===== config.mk =====
export PLATFORM = sky130hd
export DESIGN_NAME = mpx_readout
export DESIGN_NICKNAME = d
export VERILOG_FILES = /design/src/rtl/mpx_readout.sv
export SDC_FILE = /design/constraint.sdc
export NUM_CORES = 2
export LEC_CHECK = 0
export ABC_AREA = 0
export CORE_MARGIN = 3
export CORE_UTILIZATION = 55
export CTS_CLUSTER_SIZE = 20
export DETAILED_ROUTE_END_ITERATION = 16
export PLACE_DENSITY = 0.72
export SLEW_MARGIN = 20
export SYNTH_ARGS = -nofsm -noshare
export SYNTH_HDL_FRONTEND = slang
export SYNTH_SLANG_ARGS = --single-unit

===== constraint.sdc =====
create_clock -name clk -period 5.2 [get_ports clk]
set_input_delay 1.04 -clock clk [delete_from_list [all_inputs] [get_ports clk]]
set_output_delay 1.04 -clock clk [all_outputs]
set_load 0.01 [all_outputs]

===== src/rtl/mpx_readout.sv =====
module mpx_readout #(
  parameter int NCOL  = 128,
  parameter int NROW  = 32,
  parameter int TSW   = 8,
  parameter int DEPTH = 32
) (
  input  logic                              clk,
  input  logic                              rst,
  input  logic                              tick,
  input  logic [(NCOL/4)*(NROW/4)-1:0]      mp_hit,
  output logic                              rd_en,
  output logic [$clog2((NCOL/4)*(NROW/4))-1:0] rd_sel,
  input  logic [15:0]                       rd_data,
  output logic                              rd_clr,
  output logic                              out_valid,
  input  logic                              out_ready,
  output logic [TSW+$clog2(NCOL)+$clog2(NROW):0] out_data,
  output logic                              busy
);
  localparam int NMC  = NCOL / 4;
  localparam int NMP  = NMC * (NROW / 4);
  localparam int MPW  = $clog2(NMP);
  localparam int MCW  = $clog2(NMC);
  localparam int CW   = $clog2(NCOL);
  localparam int RW   = $clog2(NROW);
  localparam int W    = 1 + TSW + CW + RW;
  localparam int AW   = $clog2(DEPTH);
  localparam int CNTW = AW + 1;

  logic [TSW-1:0] ts_cnt;
  logic [NMP-1:0] pending;
  logic [TSW-1:0] ts_mem [NMP];
  logic           active;
  logic [MPW-1:0] sel, nxt;
  logic [15:0]    done, rem;
  logic [3:0]     lb;
  logic           wr, fin, full;
  logic [W-1:0]   mem [DEPTH];
  logic [AW-1:0]  wp, rp;
  logic [CNTW-1:0] cnt;
  logic [TSW-1:0] cur_ts;

  always_ff @(posedge clk)
    if (rst) ts_cnt <= '0;
    else if (tick) ts_cnt <= ts_cnt + 1'b1;

  always_comb begin
    nxt = '0;
    for (int i = NMP - 1; i >= 0; i--)
      if (pending[i]) nxt = MPW'(i);
  end

  assign rem = rd_data & ~done;

  always_comb begin
    lb = '0;
    for (int b = 15; b >= 0; b--)
      if (rem[b]) lb = 4'(b);
  end

  assign full   = cnt == CNTW'(DEPTH);
  assign wr     = active && (|rem) && !full;
  assign fin    = active && !(|rem);
  assign cur_ts = ts_mem[sel];

  always_ff @(posedge clk)
    if (rst) begin
      pending <= '0;
      for (int i = 0; i < NMP; i++) ts_mem[i] <= '0;
    end else begin
      for (int i = 0; i < NMP; i++) begin
        if (fin && sel == MPW'(i)) begin
          pending[i] <= mp_hit[i];
          if (mp_hit[i]) ts_mem[i] <= ts_cnt;
        end else if (mp_hit[i] && !pending[i]) begin
          pending[i] <= 1'b1;
          ts_mem[i]  <= ts_cnt;
        end
      end
    end

  always_ff @(posedge clk)
    if (rst) begin
      active <= 1'b0;
      sel    <= '0;
      done   <= '0;
    end else if (!active) begin
      if (|pending) begin
        active <= 1'b1;
        sel    <= nxt;
        done   <= '0;
      end
    end else if (fin) begin
      active <= 1'b0;
    end else if (wr) begin
      done <= done | (16'd1 << lb);
    end

  assign rd_en  = active;
  assign rd_sel = sel;
  assign rd_clr = fin;

  always_ff @(posedge clk)
    if (wr) mem[wp] <= {1'b0, cur_ts, sel[MCW-1:0], lb[1:0], sel[MPW-1:MCW], lb[3:2]};

  always_ff @(posedge clk)
    if (rst) begin
      wp  <= '0;
      rp  <= '0;
      cnt <= '0;
    end else begin
      if (wr) wp <= wp + 1'b1;
      if (out_valid && out_ready) rp <= rp + 1'b1;
      cnt <= cnt + CNTW'(wr) - CNTW'(out_valid && out_ready);
    end

  assign out_valid = cnt != '0;
  assign out_data  = mem[rp];
  assign busy      = full;


  no_overflow_chk: assert property (@(posedge clk) disable iff (rst)
    cnt <= CNTW'(DEPTH));

  head_hold_chk: assert property (@(posedge clk) disable iff (rst)
    out_valid && !out_ready |=> out_valid && $stable(out_data));

  stall_hold_chk: assert property (@(posedge clk) disable iff (rst)
    busy && !out_ready |=> busy);

  sel_hold_chk: assert property (@(posedge clk) disable iff (rst)
    rd_en && !rd_clr |=> rd_en && $stable(rd_sel));

  ts_keep_chk: assert property (@(posedge clk) disable iff (rst)
    rd_en && !rd_clr |=> $stable(cur_ts));
endmodule


* After elaboration in Yosys (flattened, before gate mapping)
Memory sizes are Yosys's and may differ from the RTL's. A register that Yosys moved wholly into a read port is not among the register bits. Cells that the tools add are included.
Storage, ports and cells: register bits after elaboration 305, latch bits 0, bits in read-only memories 0, output and inout bits 33, word-level logic and storage cells 5441, memories 2, RAM bits 2688
Cells by class: equal/unequal tests 258, muxes and demuxes 3359, divide/modulo/power cells 0, add/sub/neg operators 5, magnitude comparators 0, multiply operators 0, bitwise gates (word level) 516, reductions and logical operators 1037, shifts and indexed selects 1
Memory list:
- ts_mem | depth 256, width 8, rd ports 1, clocked after Yosys merged registers in 1, wr ports 256, line 32 | logic [TSW-1:0] ts_mem [NMP];
- mem | depth 32, width 20, rd ports 1, clocked after Yosys merged registers in 1, wr ports 1, line 38 | logic [W-1:0] mem [DEPTH];
Operators with widths (count):
- $mux 8 | 770
- $mux 1 | 2567
- $eq 8x8->1 const B | 128
- $logic_and 1x1->1 | 516
- $reduce_bool 2->1 | 257
- $eq 8x7->1 const B | 64
- $or 1x1->1 | 512
- $logic_not 1->1 | 258
- $eq 8x6->1 const B | 32
- $reduce_or 256->1 | 1
- $eq 8x5->1 const B | 16
- $eq 8x4->1 const B | 8
- $mux 16 | 4
- $mux 4 | 16
- $eq 8x3->1 const B | 4
- $and 16x16->16 | 1
- $eq 8x2->1 const B | 2
- $not 16->16 | 1
- $or 16x16->16 | 1
- $reduce_or 16->1 | 1
- $shl 1x4->16 const A | 1
- $add 5x1->5 const B | 2
- $mux 5 | 2
- $add 8x1->8 const B | 1
- other kinds (11) | 11

* Depth between registers and ports, before layout
depth in word-level cells 258, depth in mapped cells 16, depth with buffers taken out 15

* Worst setup path after synthesis
No wires, ideal clock.
path kind input-to-reg, start point in rst, end point mem ts_mem[130][6], data pin, data arrival time 3.290 ns, data required time 4.719 ns, cell stages on the path 6, setup time 0.481 ns, buffers on the path 4, setup slack 1.430 ns, cells stage by stage clkbuf_1 -> nand2b_1 -> clkbuf_1 -> clkbuf_1 -> buf_1 -> inv_1
RTL lines:
- from (decl) | line 8 | input logic rst,
- to (decl) | line 32

==> flow_summary.ini <==
[die]
coreArea_um2 = 223000
die_area_um2 = 231000
initial_core_util_pct = 55.5
die-width_um = 480
die_y_um = 480
rows = 173
io_pins = 309

[sta]
clock.fmax_ghz = 0.202
rsz0062_at_grt = no
fin_crit_ns = 4.96
slew_viol_final = 0
relSlewSlack_pct = 17.6
tns_ns = 0
hold_viol = 0
period_share_pct = 95.3
skew_ns = 0.0516
worst_pin_slew_ns = 1.22
setup_violations = 0

[worst_setup_path]
cpMostUsedCell = mux4_2
path_class = flip-flop to output port
critPathMaxStageDelay_ns = 0.61
arrival_ns = 3.92
critical_path_depth = 5
cp.required_ns = 4.16
crit_fanout = 36
path_cells = buf_12, mux4_2, mux4_2, mux2_2, clkdlybuf4s50_1
end_kind = output port
rr_endpoint = mem[24][12]
path_buf_inv = 2
rrSetupSlack_ns = 0.54
startpoint_type = flip-flop
r2r_cells = 8
crit_family = multiplexers
slowest_stage = mux4_2

[pwr]
ir_drop_uv = 405
power.total_mw = 56.8
power.leakage_nw = 49.5
p_per_area_nw_per_um2 = 401

[cells_and_area]
fin_cells = 11400
fillCellCount = 15600
fin_util_pct = 63.4
fin_nets = 8433
drive_gt1_share_pct = 18.6
areaGrowthSynthToFinish_pct = 14.3

[drt]
via_count = 76000
top_layer = met5
ant_nets = 0
dr_wl_met3_mm = 47.5
m1WireLength_mm = 137
wirelength_mm = 376
viasPerCell = 6.67
drt_iter0_drc = 11700
drtPass1Iterations = 8
wl_met2_mm = 168
route.detailed.drc = 0
wire_per_inst_um = 33.0

[clocking]
clkTransAtPathRegs_ns = 0.06
cts_buffer_depth = 4
cts_buffers = 316
htreeDepth = 5
cts_tree = done
clk_latency_ns = 0.97
cts.sinks = 3006
cts_root_buf = clkbuf_16

[worst_hold_path]
worstHoldStart = done[11]
hold_end = done[11]
whs_path_depth = 1
hold_class = flip-flop to flip-flop

[yosys]
ys_seq_area_share_pct = 70.4
synth_edf_count = 2688
postSynthAreaPerCell_um2 = 16.0
synth_cell_type_count = 74
yosysWarnings = 0
syn_area_um2 = 124000
synth_nets = 8022
ys.flop_type = edfxtp_1
synth_seq_cells = 3006
async_flop_share_pct = 0
syn_inst = 7730

[place]
portBuffers = 307
place_inst = 10800
place_congestion = 1.00
hpwl_mm = 254

[global_routing]
grt_pass1_vias = 72400
grt_pass1_wl_mm = 530
grt_overflow = 0
track_usage_pct = 32.4
grt_max_degree = 166
antenna_found_initial = 57

[flow_run]
drv_cap = 0

[outcome]
status = finished, final reports clean
## stage by stage
stage          worst slack, ns  area (um2)  hold WS, ns
2_1_floorplan             1.43      124000        0.440
3_3_place_gp           -0.0355      131000        0.466
3_5_place_dp           -0.0473      131000        0.460
4_1_cts                 0.0436      141000        0.473
5_1_grt                  0.142      141000        0.512
6_report                 0.243      141000        0.476
## per-layer routing
metal,up-vias,track usage [%]
li1,30900,-
met1,38500,45.1
met2,5519,47.2
met3,998,8.65
met4,20,17.1
met5,-,0
## sequential cells by signal, summed over array words and instances, names as in the netlist, named ones only
name and flops:
ts_cnt 8, rd_sel 8, rp 5, mem 640
rd_en 1, cnt 6, pending 256, wp 5
done 16, ts_mem 2048
## worst max path at each step
stage | endpoint | slack [ns]
after floorplan | ts_mem[130][6] | 1.43
final | out_data[14] | 0.24
after detailed placement | ts_mem[38][6] | -0.05
after global placement | ts_mem[98][7] | -0.04
after CTS | out_data[19] | 0.04
after global routing | out_data[14] | 0.14
## layout by cell type, fill, tap and decap left out, types with 15 or more instances in the layout
cell type / n
a22o_1: 80
nor4_1: 62
nand2_1: 173
nor3_1: 64
clkbuf_8: 16
o22ai_1: 16
a22oi_1: 137
a21o_1: 128
clkbuf_1: 84
clkinv_1: 37
buf_12: 25
a21oi_1: 357
bufinv_16: 28
o221ai_1: 20
mux4_2: 712
nor2_2: 32
nand3_1: 40
o31ai_1: 21
nor3b_1: 31
ha_1: 15
clkinv_2: 48
or2_2: 30
or4_1: 40
inv_1: 296
o21ai_0: 276
mux2_2: 20
o21a_1: 33
nor2b_1: 24
buf_4: 221
clkbuf_16: 320
nand4_1: 33
edfxtp_1: 2688
diode_2: 35
dfxtp_1: 296
a221oi_1: 66
and2_1: 203
dfxtp_2: 16
nand2b_1: 133
nor2_1: 1047
clkdlybuf4s50_1: 306
## where the power goes
group / internal, mW / switching [mW] / leakage, nW
logic: 2.72 / 3.66 / 14.0
registers: 27.6 / 0.684 / 30.6
clock network: 12.9 / 9.17 / 4.87
## cells in the mapped netlist (5+ instances only)
master	count	area share, %
edfxtp_1	2688	65
nor2_1	1080	3.3
mux4_2	712	13
clkbuf_1	366	1.1
a21oi_1	357	1.4
dfxtp_1	318	5.1
inv_1	304	0.92
o21ai_0	276	1.1
and2_1	204	1.0
nand2_1	173	0.52
nand2b_1	142	0.72
a22oi_1	137	0.83
a21o_1	128	0.78
a22o_1	80	0.57
buf_1	73	0.22
a221oi_1	66	0.47
nor3_1	65	0.26
nor4_1	62	0.31
nand3_1	41	0.17
or4_1	40	0.24
nand4_1	33	0.17
o21a_1	33	0.20
nor3b_1	31	0.19
or2_2	30	0.15
o221ai_1	28	0.20
nor2b_1	27	0.14
o31ai_1	21	0.13
buf_2	20	0.081
mux2_2	20	0.18
o22ai_1	16	0.081
ha_1	15	0.15
a2111oi_0	13	0.092
xor2_1	11	0.078
a211oi_1	10	0.061
a31oi_1	9	0.046
o211ai_1	9	0.055
or3_1	7	0.035
o311ai_0	6	0.042
and3_1	5	0.025
o21bai_1	5	0.030
xnor2_1	5	0.035
## layout make-up
type / instances / area, um2 / area share, %
sequential: 3006 / 87100 / 61.6
multi-input combinational: 3956 / 34000 / 24.0
clock buffer: 420 / 8540 / 6.04
timing repair buffer: 557 / 5320 / 3.76
tap: 2975 / 3720 / 2.63
clock inverter: 141 / 1470 / 1.04
inverter: 304 / 1170 / 0.825
antenna: 35 / 87.6 / 0.0619
## cells by family after synthesis
family          count (synthesis)  synth area share, %
other cells                     1              0.00303
buf+inv                       768                 2.36
xor+xnor                       16                0.113
simple gates                 1967                 7.46
mux                           734                 13.2
flops                        3006                 70.4
fa+ha+maj                      16                0.168
compound gates               1222                 6.35
## what timing repair did
action	CTS	global route
setup endpoints to repair	0	4
hold buffers	0	0
setup buffers	0	1
gates resized for setup	0	1
Note: power is estimated with default switching activity, not from simulation.
